--- src/rtl/cathode_seq_pkg.sv ---
package cathode_seq_pkg;

  typedef enum logic [1:0] {
    ST_PREHEAT = 2'd0,
    ST_DETECT  = 2'd1,
    ST_SETTLE  = 2'd2,
    ST_RUN     = 2'd3
  } seqState_t;

  typedef struct packed {
    logic msClear;   // zero the millisecond counter
    logic msCount;   // advance the millisecond counter
    logic longWait;  // compare against the release delay
  } ctlStrobe_t;

endpackage

--- src/rtl/cathode_seq_dp.sv ---
module cathode_seq_dp
  import cathode_seq_pkg::*;
#(
  parameter int VB_LINES        = 20,
  parameter int PULSE_WAIT_MS   = 500,
  parameter int RELEASE_WAIT_MS = 800
) (
  input  logic       clk,
  input  logic       rstN,
  input  logic       vBlank,
  input  logic       lineStart,
  input  logic       defFail,
  input  logic       guardOverride,
  input  logic       statusRead,
  input  ctlStrobe_t ctl,
  output logic       slot,
  output logic [1:0] phase,
  output logic       msDone,
  output logic       guardTrip,
  output logic       noDefl
);

  localparam int LINE_W  = $clog2(VB_LINES + 2);
  localparam int MAX_MS  = (PULSE_WAIT_MS > RELEASE_WAIT_MS) ? PULSE_WAIT_MS : RELEASE_WAIT_MS;
  localparam int WAIT_W  = $clog2(MAX_MS + 1);
  localparam logic [LINE_W-1:0] FIRST_LINE = LINE_W'(VB_LINES - 3);
  localparam logic [LINE_W-1:0] LAST_LINE  = LINE_W'(VB_LINES);
  localparam logic [LINE_W-1:0] SAT_LINE   = LINE_W'(VB_LINES + 1);
  localparam logic [WAIT_W-1:0] SHORT_END  = WAIT_W'(PULSE_WAIT_MS - 1);
  localparam logic [WAIT_W-1:0] LONG_END   = WAIT_W'(RELEASE_WAIT_MS - 1);

  logic [LINE_W-1:0] lineCnt;
  logic [WAIT_W-1:0] msCnt;

  // lines seen since blanking began, saturating past the last line
  always_ff @(posedge clk or negedge rstN) begin
    if (!rstN)                                   lineCnt <= '0;
    else if (!vBlank)                            lineCnt <= '0;
    else if (lineStart && lineCnt != SAT_LINE)   lineCnt <= lineCnt + 1'b1;
  end

  assign slot  = vBlank && (lineCnt >= FIRST_LINE) && (lineCnt <= LAST_LINE);
  assign phase = 2'(lineCnt - FIRST_LINE);

  always_ff @(posedge clk or negedge rstN) begin
    if (!rstN)            msCnt <= '0;
    else if (ctl.msClear) msCnt <= '0;
    else if (ctl.msCount) msCnt <= msCnt + 1'b1;
  end

  assign msDone = (msCnt == (ctl.longWait ? LONG_END : SHORT_END));

  assign guardTrip = defFail && !guardOverride;

  always_ff @(posedge clk or negedge rstN) begin
    if (!rstN)           noDefl <= 1'b0;
    else if (guardTrip)  noDefl <= 1'b1;
    else if (statusRead) noDefl <= 1'b0;
  end

endmodule

--- src/rtl/cathode_seq_ctl.sv ---
module cathode_seq_ctl
  import cathode_seq_pkg::*;
(
  input  logic       clk,
  input  logic       rstN,
  input  logic       msTick,
  input  logic       curAboveThr,
  input  logic       slot,
  input  logic       msDone,
  output ctlStrobe_t ctl,
  output logic       loopOn,
  output logic       pulseAllowed,
  output logic       startupHold
);

  seqState_t state, stateNext;

  always_ff @(posedge clk or negedge rstN) begin
    if (!rstN) state <= ST_PREHEAT;
    else       state <= stateNext;
  end

  always_comb begin
    stateNext = state;
    ctl       = '0;
    unique case (state)
      ST_PREHEAT: begin
        ctl.msCount = msTick;
        if (msTick && msDone) begin
          stateNext   = ST_DETECT;
          ctl.msClear = 1'b1;
        end
      end
      ST_DETECT: begin
        if (slot && curAboveThr) begin
          stateNext   = ST_SETTLE;
          ctl.msClear = 1'b1;
        end
      end
      ST_SETTLE: begin
        ctl.longWait = 1'b1;
        ctl.msCount  = msTick;
        if (msTick && msDone) begin
          stateNext   = ST_RUN;
          ctl.msClear = 1'b1;
        end
      end
      default: stateNext = ST_RUN;
    endcase
  end

  assign loopOn       = (state == ST_SETTLE) || (state == ST_RUN);
  assign pulseAllowed = (state != ST_PREHEAT);
  assign startupHold  = (state != ST_RUN);

endmodule

--- src/rtl/cathode_seq.sv ---
module cathode_seq
  import cathode_seq_pkg::*;
#(
  parameter int VB_LINES        = 20,
  parameter int PULSE_WAIT_MS   = 500,
  parameter int RELEASE_WAIT_MS = 800
) (
  input  logic       clk,
  input  logic       rstN,
  input  logic       vBlank,
  input  logic       lineStart,
  input  logic       msTick,
  input  logic       curAboveThr,
  input  logic       defFail,
  input  logic       guardOverride,
  input  logic       statusRead,
  output logic       measActive,
  output logic [1:0] phase,
  output logic       measPulseEn,
  output logic       loopOn,
  output logic       rgbBlank,
  output logic       bclClamp,
  output logic       noDefl
);

  ctlStrobe_t ctl;
  logic slot, msDone, guardTrip, pulseAllowed, startupHold;

  cathode_seq_dp #(
    .VB_LINES(VB_LINES),
    .PULSE_WAIT_MS(PULSE_WAIT_MS),
    .RELEASE_WAIT_MS(RELEASE_WAIT_MS)
  ) u_dp (
    .clk(clk), .rstN(rstN), .vBlank(vBlank), .lineStart(lineStart),
    .defFail(defFail), .guardOverride(guardOverride), .statusRead(statusRead),
    .ctl(ctl), .slot(slot), .phase(phase), .msDone(msDone),
    .guardTrip(guardTrip), .noDefl(noDefl)
  );

  cathode_seq_ctl u_ctl (
    .clk(clk), .rstN(rstN), .msTick(msTick), .curAboveThr(curAboveThr),
    .slot(slot), .msDone(msDone), .ctl(ctl), .loopOn(loopOn),
    .pulseAllowed(pulseAllowed), .startupHold(startupHold)
  );

  assign measActive  = slot && loopOn;
  assign measPulseEn = slot && pulseAllowed;
  assign rgbBlank    = startupHold || guardTrip;
  assign bclClamp    = startupHold;

endmodule

--- config.mk ---
export PLATFORM = sky130hd
export DESIGN_NAME = cathode_seq
export DESIGN_NICKNAME = d
export VERILOG_FILES = /design/src/rtl/cathode_seq_pkg.sv /design/src/rtl/cathode_seq_dp.sv /design/src/rtl/cathode_seq_ctl.sv /design/src/rtl/cathode_seq.sv
export SDC_FILE = /design/constraint.sdc
export NUM_CORES = 1
export LEC_CHECK = 0
export BUFFER_PORTS_ARGS = -buffer_cell sky130_fd_sc_hd__buf_4
export CAP_MARGIN = 15
export CORE_MARGIN = 8
export CORE_UTILIZATION = 35
export CTS_CLUSTER_DIAMETER = 40
export CTS_CLUSTER_SIZE = 8
export DETAILED_ROUTE_END_ITERATION = 10
export MAX_ROUTING_LAYER = met4
export PLACE_DENSITY_LB_ADDON = 0.08
export SYNTH_ARGS = -nofsm -noshare
export SYNTH_HDL_FRONTEND = slang
export SYNTH_SLANG_ARGS = --single-unit
--- constraint.sdc ---
create_clock -name clk -period 4.8 [get_ports clk]
set_input_delay 0.48 -clock clk [delete_from_list [all_inputs] [get_ports clk]]
set_output_delay 0.48 -clock clk [all_outputs]
set_load 0.05 [all_outputs]
==> impl_metrics.ini, run 1 <==
[clock_network]
cts.sinks = 18
cts_buffers = 3
htree_levels = 1
cts_tree = built
clk_latency_ns = 0.30
ctsResizeCount = 0
holdBufCountCts = 0
post_cts_buffers = 0
clk_pin_slew_ns = 0.12
clockBufferDepth = 2
clock-root-buffer = clkbuf_4

[grt]
grt_use_total = 0.1011
grt-ovfl-total = 0
grt_pass1_wl_mm = 4.036
grt_max_degree = 19
grt_pass1_vias = 957
antenna_found_initial = 0

[floorplan]
fp.dieH_um = 70.93
coreArea_um2 = 2953
placementRows = 20
die_w_um = 70.93
io_pins = 17
initial_core_util = 0.3576
die-area_um2 = 5031

[cells_and_area]
nets = 136
final_common_cell = dfrtp_1
design_area_um2 = 1221
num_antenna_cells = 0
drive_gt1_frac = 0.2049
mostFrequentLayoutCells = 18 x dfrtp_1, 16 x buf_4, 13 x nor3_1
final_core_util = 0.4136
syn_to_final_growth_pct = 15.64
final_cells = 155

[timing]
worst_hold_slack_ns = 0.02883
setup_violations = 0
worstMarginPinSlew_ns = 0.4444
worst_slack_ns = 2.537
post-route-min-period_ns = 2.263
max_freq_mhz = 441.8
finalHoldViolCount = 0
skew_ns = 0.01235
slew_violations = 0
setup_tns_ns = 0
rsz0062_at_grt = false
slew_headroom = 0.7028
fin_crit_sh = 0.4715

[synth]
synth_area_um2 = 1056
synth_cell_types = 34
synth_fp_nets = 120
netlist_instances = 107
synth_area_leaders = dfrtp_1 43%, xnor2_1 8.3%, nor3_1 6.2%
synth_top_cell_by_area = dfrtp_1
yosysTopAreaCellShare = 0.4265
syn_area_per_cell_um2 = 9.869
synth_seq_cells = 18
ys_warn_count = 0
yosysSeqAreaShare = 0.4265

[worst_setup_path]
arrival_ns = 1.78
cp_slowest_cell = dfrtp_1
crit_type = reg -> out
required_ns = 4.32
cp_cell_sequence = inv_1 > ha_1 > nor4_1 > nor3_1 > and2_1 > buf_4
crit_path_start_kind = flip-flop
cp_max_fo = 5
endpoint_kind = primary output
max_stage_delay_ns = 0.43

[routing]
wl_mm = 2.269
ant_nets = 0
dr.pass1.iters = 4
first_iter_violations = 13
vias = 809
wl_per_cell_um = 14.64
remaining_drc_errors = 0
routed_via_density = 5.219

[placement]
pre_cts_slack_ns = 2.884
io_buffers = 16
place.gp.congestion = 0.7942
place_inst = 151
placed_cell_area_um2 = 1185
dp_hpwl_mm = 1.703

[worst_hold_path]
hold_path.class = in -> async

[run]
maxCapViolCount = 0

[power_and_ir_drop]
finalPower_uw = 437.4
powerDensity_nw_per_um2 = 358.2
ir_drop_v = 0.0001765
p_leak_nw = 0.5098

[outcome]
outcome = finished, final reports clean
-- flip-flops by register name (all words and copies together), names as in the netlist --
| name | count |
|---|---|
| u_dp.msCnt | 10 |
| u_ctl.state | 2 |
| u_dp.noDefl | 1 |
| u_dp.lineCnt | 5 |
-- area by class of cell --
class	count	area (um^2)
repair buffers	16	120.1
clock buffers	4	36.28
multi-input cells	78	550.5
inverters	6	22.52
well taps	33	41.29
flip-flops and latches	18	450.4
fillers	307	1732
-- logic make-up after synthesis --
kind of cell             Yosys count  share of synthesized area
AND/OR/NAND/NOR                   51                     0.2867
flip-flops                        18                     0.4265
XOR/XNOR                          12                    0.09953
buffers and inverters             11                    0.05213
AO/OA/AOI/OAI                     10                    0.07821
adder cells (fa/ha/maj)            4                    0.04740
multiplexers                       1                   0.009479
-- worst max-delay path: cells and delay by family (launching register included) --
kind | cells | cell delay, ns
adders and majority gates | 1 | 0.17
and+or+nand+nor | 3 | 0.60
DFF | 1 | 0.43
buffers and inverters | 2 | 0.28
-- power by group --
part | switching [mW] | internal, mW | total, mW
Combinational | 0.0615 | 0.0519 | 0.113
Clock | 0.0502 | 0.0462 | 0.0965
Sequential | 0.0462 | 0.181 | 0.228
Total | 0.158 | 0.279 | 0.437
-- final timing paths --
check | depth (start not counted) | from | slack [ns] | to
setup / recovery | 6 | u_dp.lineCnt[1] | 2.54 | measActive
hold / removal | 1 | rstN | 0.03 | u_dp.msCnt[8]
setup reg to reg | 6 | u_dp.lineCnt[1] | 2.89 | u_ctl.state[0]
hold reg to reg | 2 | u_dp.noDefl | 0.54 | u_dp.noDefl
max in group asynchronous | 1 | rstN | 4.56 | u_dp.msCnt[1]
min in group clk | 2 | statusRead | 0.38 | u_dp.noDefl
-- synth_stat cells (all sizes together) --
cell type	n
nor2b	2
dfrtp	18
o21a	1
a32oi	1
and4b	1
nor4	3
a21boi	1
and3	2
o21ai	2
a21oi	2
xnor2	10
and2	5
inv	6
clkbuf	1
nand2	7
nand3b	2
xor2	2
a211oi	1
o21ba	1
nand4b	2
a31o	1
nand3	5
or3	1
nor4b	1
ha	4
nor3	13
nand2b	1
nor2	1
mux2i	1
buf	4
nand4	5
-- routing by layer --
| metal | vias to the layer above | GRT usage | part of all wire |
|---|---|---|---|
| li1 | 406 | - | - |
| met1 | 390 | 0.1092 | 0.44 |
| met2 | 11 | 0.1802 | 0.53 |
| met3 | 2 | 0.009887 | 0.025 |
| met4 | 0 | 0.05081 | 0.012 |
| met5 | - | - | 0 |
No activity file was read; power rests on OpenSTA's default activity.
==> inputs of run 2 (changes only) <==
clock period = 2.2 ns   (was 4.8 ns; I/O delays follow)
==> run 2 against run 1 <==
  * Clock skew fell by 0.0055 ns
  * Setup slack worse by 2.3 ns
  * Sequential power up 120%
  * Critical path depth unchanged
  * Critical path type unchanged
  * Highest routed layer unchanged
==> impl_metrics.ini, run 2 (same netlist as run 1, synthesis figures left out) <==
[floorplan]
placementRows = 20
die_w_um = 70.93
initial_core_util = 0.3576
die-area_um2 = 5031
coreArea_um2 = 2953
io_pins = 17
fp.dieH_um = 70.93

[routing]
wl_mm = 2.231
routed_via_density = 5.255
first_iter_violations = 46
ant_nets = 0
dr.pass1.iters = 4
remaining_drc_errors = 0
wl_per_cell_um = 14.21
vias = 825
routed.top_layer = met4
met2_length_mm = 1.191
wl_met1_um = 966
met3WireLength_um = 39

[worst_setup_path]
crit_type = reg -> out
arrival_ns = 1.76
required_ns = 1.98
crit_path_start_kind = flip-flop
cp_max_fo = 5
endpoint_kind = primary output
r2r_setup_slack_ns = 0.31

[timing]
post-route-min-period_ns = 1.976
rsz0062_at_grt = false
finalHoldViolCount = 0
skew_ns = 0.006850
fin_crit_sh = 0.8981
max_freq_mhz = 506.1
slew_violations = 0
setup_violations = 0
slew_headroom = 0.6908
worstMarginPinSlew_ns = 0.4623
setup_tns_ns = 0
worst_slack_ns = 0.2243

[placement]
place.gp.congestion = 0.7805
dp_hpwl_mm = 1.659
io_buffers = 16
pre_cts_slack_ns = 0.3049

[power_and_ir_drop]
ir_drop_v = 0.0002590
powerDensity_nw_per_um2 = 768.0
p_leak_nw = 0.5194
finalPower_uw = 951.3

[worst_hold_path]
hold_path.class = in -> reg

[clock_network]
cts.sinks = 18
htree_levels = 1
cts_buffers = 3
clk_pin_slew_ns = 0.11
clock-root-buffer = clkbuf_4
ctsResizeCount = 0
clockBufferDepth = 2
clk_latency_ns = 0.29
cts_tree = built

[cells_and_area]
syn_to_final_growth_pct = 17.30
top_regs = u_dp.msCnt: 10 flops, u_dp.lineCnt: 5 flops, u_ctl.state: 2 flops
num_antenna_cells = 0
top_register = u_dp.msCnt
largest_reg_flops = 10
drive_gt1_frac = 0.2097
final_common_cell = dfrtp_1
nets = 138
mostFrequentLayoutCells = 18 x dfrtp_1, 17 x buf_4, 13 x nor3_1

[grt]
grt_pass1_wl_mm = 3.801
grt_use_total = 0.09629
grt_max_degree = 19
grt-ovfl-total = 0
antenna_found_initial = 0
grt_pass1_vias = 860

[outcome]
outcome = finished, final reports clean

[run]
maxCapViolCount = 0
run 2: changes by cell type in the layout (fill, tap and decap cells not counted):
cell	delta
buf_4	+1
dlygate4sd3_1	+1
run 2: final timing paths:
| path | from | endpoint | cells past startpoint |
|---|---|---|---|
| setup reg to reg | u_dp.lineCnt[1] | u_ctl.state[0] | 6 |
| hold reg to reg | u_dp.noDefl | u_dp.noDefl | 2 |
| min in group asynchronous | rstN | u_dp.msCnt[8] | 2 |
| max in group asynchronous | rstN | u_dp.lineCnt[2] | 2 |
| setup / recovery | u_dp.lineCnt[1] | measActive | 6 |
| hold / removal | statusRead | u_dp.noDefl | 2 |
run 2: worst max-delay path: stages, from the launching register on:
cell     delay, ns
dfrtp_1       0.43
inv_1         0.09
ha_1          0.17
nor4_1        0.05
nor3_1        0.34
and2_1        0.18
buf_4         0.19
run 2: final cells by class:
class	count	area [um^2]
well taps	33	41.29
flip-flops and latches	18	450.4
fillers	304	1714
inverters	6	22.52
clock buffers	4	36.28
multi-input cells	78	550.5
repair buffers	18	137.6
run 2: timing repair:
action	in CTS	in global routing
setup buffers	0	0
endpoints found under the setup margin	0	0
hold buffers	1	0
hold endpoints to repair	18	0
run 2: per-layer routing:
layer	up-vias	global-route usage
met5	-	-
met4	0	0.05081
met3	2	0.02260
met2	9	0.1679
met1	404	0.09825
li1	410	-
run 2: power by group:
group / switching (mW) / internal, mW / total (mW)
logic: 0.134 / 0.115 / 0.249
clock network: 0.109 / 0.101 / 0.210
registers: 0.0966 / 0.395 / 0.492
run 2: stage by stage:
step / utilization / cells / hold slack (ns) / instance area, um^2
2_1_floorplan: - / 107 / -0.07559 / 1056
3_3_place_gp: 0.4038 / 152 / 0.1119 / 1192
3_5_place_dp: 0.4038 / 152 / 0.1123 / 1192
4_1_cts: 0.4195 / 157 / 0.1045 / 1239
5_1_grt: 0.4195 / 157 / 0.1004 / 1239
6_report: 0.4195 / 157 / 0.1088 / 1239
==> inputs of run 3 (changes only) <==
SYNTH_HIERARCHICAL = 1   (was not set)
clock period = 1.82 ns   (was 2.2 ns; I/O delays follow)
==> run 3 against run 2 <==
  * The run now ends with setup timing left
  * Setup slack worse by 0.61 ns
  * Critical path depth increased by 2
  * Register-to-register slack worse by 0.70 ns
  * Cell count up 17%
  * Synthesized cell count is 1.9% lower
  * Critical path type is now reg -> reg
  * Largest cell class unchanged
==> impl_metrics.ini, run 3 <==
[timing]
setup_tns_ns = -1.947
worst_slack_ns = -0.3861
rsz0062_at_grt = true
skew_ns = 0.004352
slew_headroom = 0.7333
fin_crit_sh = 1.212
worstMarginPinSlew_ns = 0.3966
max_freq_mhz = 453.3
finalHoldViolCount = 0
slew_violations = 0
worst_hold_slack_ns = 0.1652
setup_violations = 12
post-route-min-period_ns = 2.206

[grt]
grt_use_total = 0.1095
antenna_found_initial = 0
grt_max_degree = 19
grt-ovfl-total = 0
grt_pass1_vias = 1051
grt_pass1_wl_mm = 4.409

[routing]
wl_mm = 2.600
vias = 978
dr.pass1.iters = 4
first_iter_violations = 45
ant_nets = 0
routed_via_density = 5.315
remaining_drc_errors = 0
wl_per_cell_um = 14.13

[power_and_ir_drop]
ir_drop_v = 0.0006053
finalPower_mw = 1.339
swShare = 0.3658
powerDensity_nw_per_um2 = 852.4
power_switching_uw = 490.0
p_clk_frac = 0.157
p_int_uw = 849.5
seqPwrFrac = 0.397
p_leak_nw = 0.7098
comb_power_share = 0.446

[worst_setup_path]
rr_endpoint = u_dp/msCnt[7]
crit_path_start_kind = flip-flop
max_stage_delay_ns = 0.51
r2r_start = u_ctl/state[1]
crit_path_frequent_cell = or4_1
r2r_setup_slack_ns = -0.39
arrival_ns = 2.44
endpoint_kind = flip-flop
cp_max_fo = 5
rr_worst_depth = 8
required_ns = 2.05
cp_slowest_cell = or4_1
cp_cell_sequence = nor2b_4 > or4_1 > nor2_1 > o2111a_2 > o2bb2ai_4 > o211ai_4 > or4_1 > a21oi_1
crit_type = reg -> reg

[synth]
muxShareOfSynthArea = 0.02916
synth_area_um2 = 1030
yosysTopAreaCellShare = 0.4374
synth_top_family_by_area = simple AND/OR/NAND/NOR gates
synth_compound_area_frac = 0.1422
synthFlopType = dfrtp_1
synth-edff-count = 0
synth_fa_ha_area_frac = 0.04860
synth_seq_cells = 18
synth_xor_area_frac = 0.04253
synth_area_leaders = dfrtp_1 44%, ha_1 4.9%, a21oi_1 3.4%
synth_top_cell_by_area = dfrtp_1
synth_fp_nets = 118
async_reset_ff_frac = 1.000
synth_simple_gate_area_frac = 0.2710
synthTopCellsByCount = 18 x dfrtp_1, 9 x nand2_1, 7 x a21oi_1, 7 x nor2_1, 5 x nand4_1
syn_area_per_cell_um2 = 9.807
netlist_instances = 105
synth_most_common_cell = dfrtp_1
yosysSeqAreaShare = 0.4374
ys_warn_count = 6
synth_cell_types = 37

[worst_hold_path]
hp-start = vBlank
hold_depth = 2
worstHoldEndpoint = u_dp/lineCnt[4]
hold_path.class = in -> reg

[cells_and_area]
top_regs = u_dp/msCnt: 10 flops, u_dp/lineCnt: 5 flops, u_ctl/state: 2 flops
nets = 167
final_cells = 184
mostFrequentLayoutCells = 40 x buf_4, 17 x dfrtp_1, 8 x nand2_1
num_antenna_cells = 0
top_register = u_dp/msCnt
final_common_cell = buf_4
largest_reg_flops = 10
final_core_util = 0.5650
syn_to_final_growth_pct = 52.61
drive_gt1_frac = 0.4510

[floorplan]
die-area_um2 = 4934
fp.dieH_um = 70.24
die_w_um = 70.24
io_pins = 17
initial_core_util = 0.3702
coreArea_um2 = 2781
placementRows = 19

[placement]
place_inst = 176
dp_hpwl_mm = 1.940
io_buffers = 16
place.gp.congestion = 0.8084

[clock_network]
htree_levels = 1
cts_buffers = 3
clockBufferDepth = 2
cts_tree = built
clk_latency_ns = 0.29
cts.sinks = 18
clk_pin_slew_ns = 0.10
clock-root-buffer = clkbuf_4

[outcome]
outcome = finished with violations
violations = setup timing

[run]
maxCapViolCount = 0
run 3: routing by layer:
layer,global-route usage,share of wire
met5,-,0
met4,0.03795,0.018
met3,0.03249,0.033
met2,0.2042,0.55
met1,0.1032,0.40
run 3: power by group through the flow:
| stage | clock [mW] | sequential, mW | combinational, mW |
|---|---|---|---|
| floorplan | 0 | 0.597 | 0.217 |
| global placement | 0 | 0.537 | 0.528 |
| detailed placement | 0 | 0.537 | 0.537 |
| CTS | 0.222 | 0.528 | 0.584 |
| global route | 0.234 | 0.542 | 0.655 |
| finish | 0.210 | 0.531 | 0.598 |
run 3: critical path, delay by kind of cell (launching register included):
kind            cells  cell delay, ns
simple gates        4            1.15
compound gates      4            0.60
flops               1            0.39
run 3: layout make-up:
class / count / area, um^2
clock buffers: 4 / 26.28
inverters: 4 / 18.77
well taps: 31 / 38.79
multi-input cells: 80 / 646.9
fillers: 242 / 1210
flip-flops and latches: 18 / 451.7
repair buffers: 47 / 389.1
run 3: kinds of logic after synthesis:
| logic type | count (synthesis) |
|---|---|
| AND/OR/NAND/NOR | 47 |
| adder cells (fa/ha/maj) | 4 |
| multiplexers | 3 |
| buffers and inverters | 7 |
| flip-flops | 18 |
| AO/OA/AOI/OAI | 21 |
| XOR/XNOR | 5 |
run 3: metrics by stage:
| step | cell area, um^2 | setup WS, ns |
|---|---|---|
| after floorplan | 1067 | -0.4189 |
| after global placement | 1413 | -0.3913 |
| after detailed placement | 1413 | -0.4500 |
| after CTS | 1539 | -0.3939 |
| after global routing | 1572 | -0.4944 |
| final | 1572 | -0.3861 |
run 3: worst max-delay path by stage:
stage | end | slack, ns | depth (start not counted) | startpoint
after floorplan | u_dp/msCnt[7] | -0.42 | 8 | u_ctl/state[1]
after global placement | u_dp/msCnt[7] | -0.39 | 10 | u_dp/lineCnt[1]
after detailed placement | u_dp/msCnt[7] | -0.45 | 8 | u_ctl/state[1]
after CTS | u_dp/msCnt[7] | -0.39 | 8 | u_ctl/state[1]
after global routing | u_dp/msCnt[7] | -0.49 | 8 | u_ctl/state[1]
final | u_dp/msCnt[7] | -0.39 | 8 | u_ctl/state[1]
run 3: what timing repair did:
| action | in CTS | in global routing |
|---|---|---|
| resized for setup | 19 | 7 |
| hold buffers | 1 | 0 |
| pin swaps | 5 | 5 |
| endpoints found under the setup margin | 6 | 12 |
| buffers inserted | 3 | 0 |
| endpoints found under the hold margin | 18 | 0 |
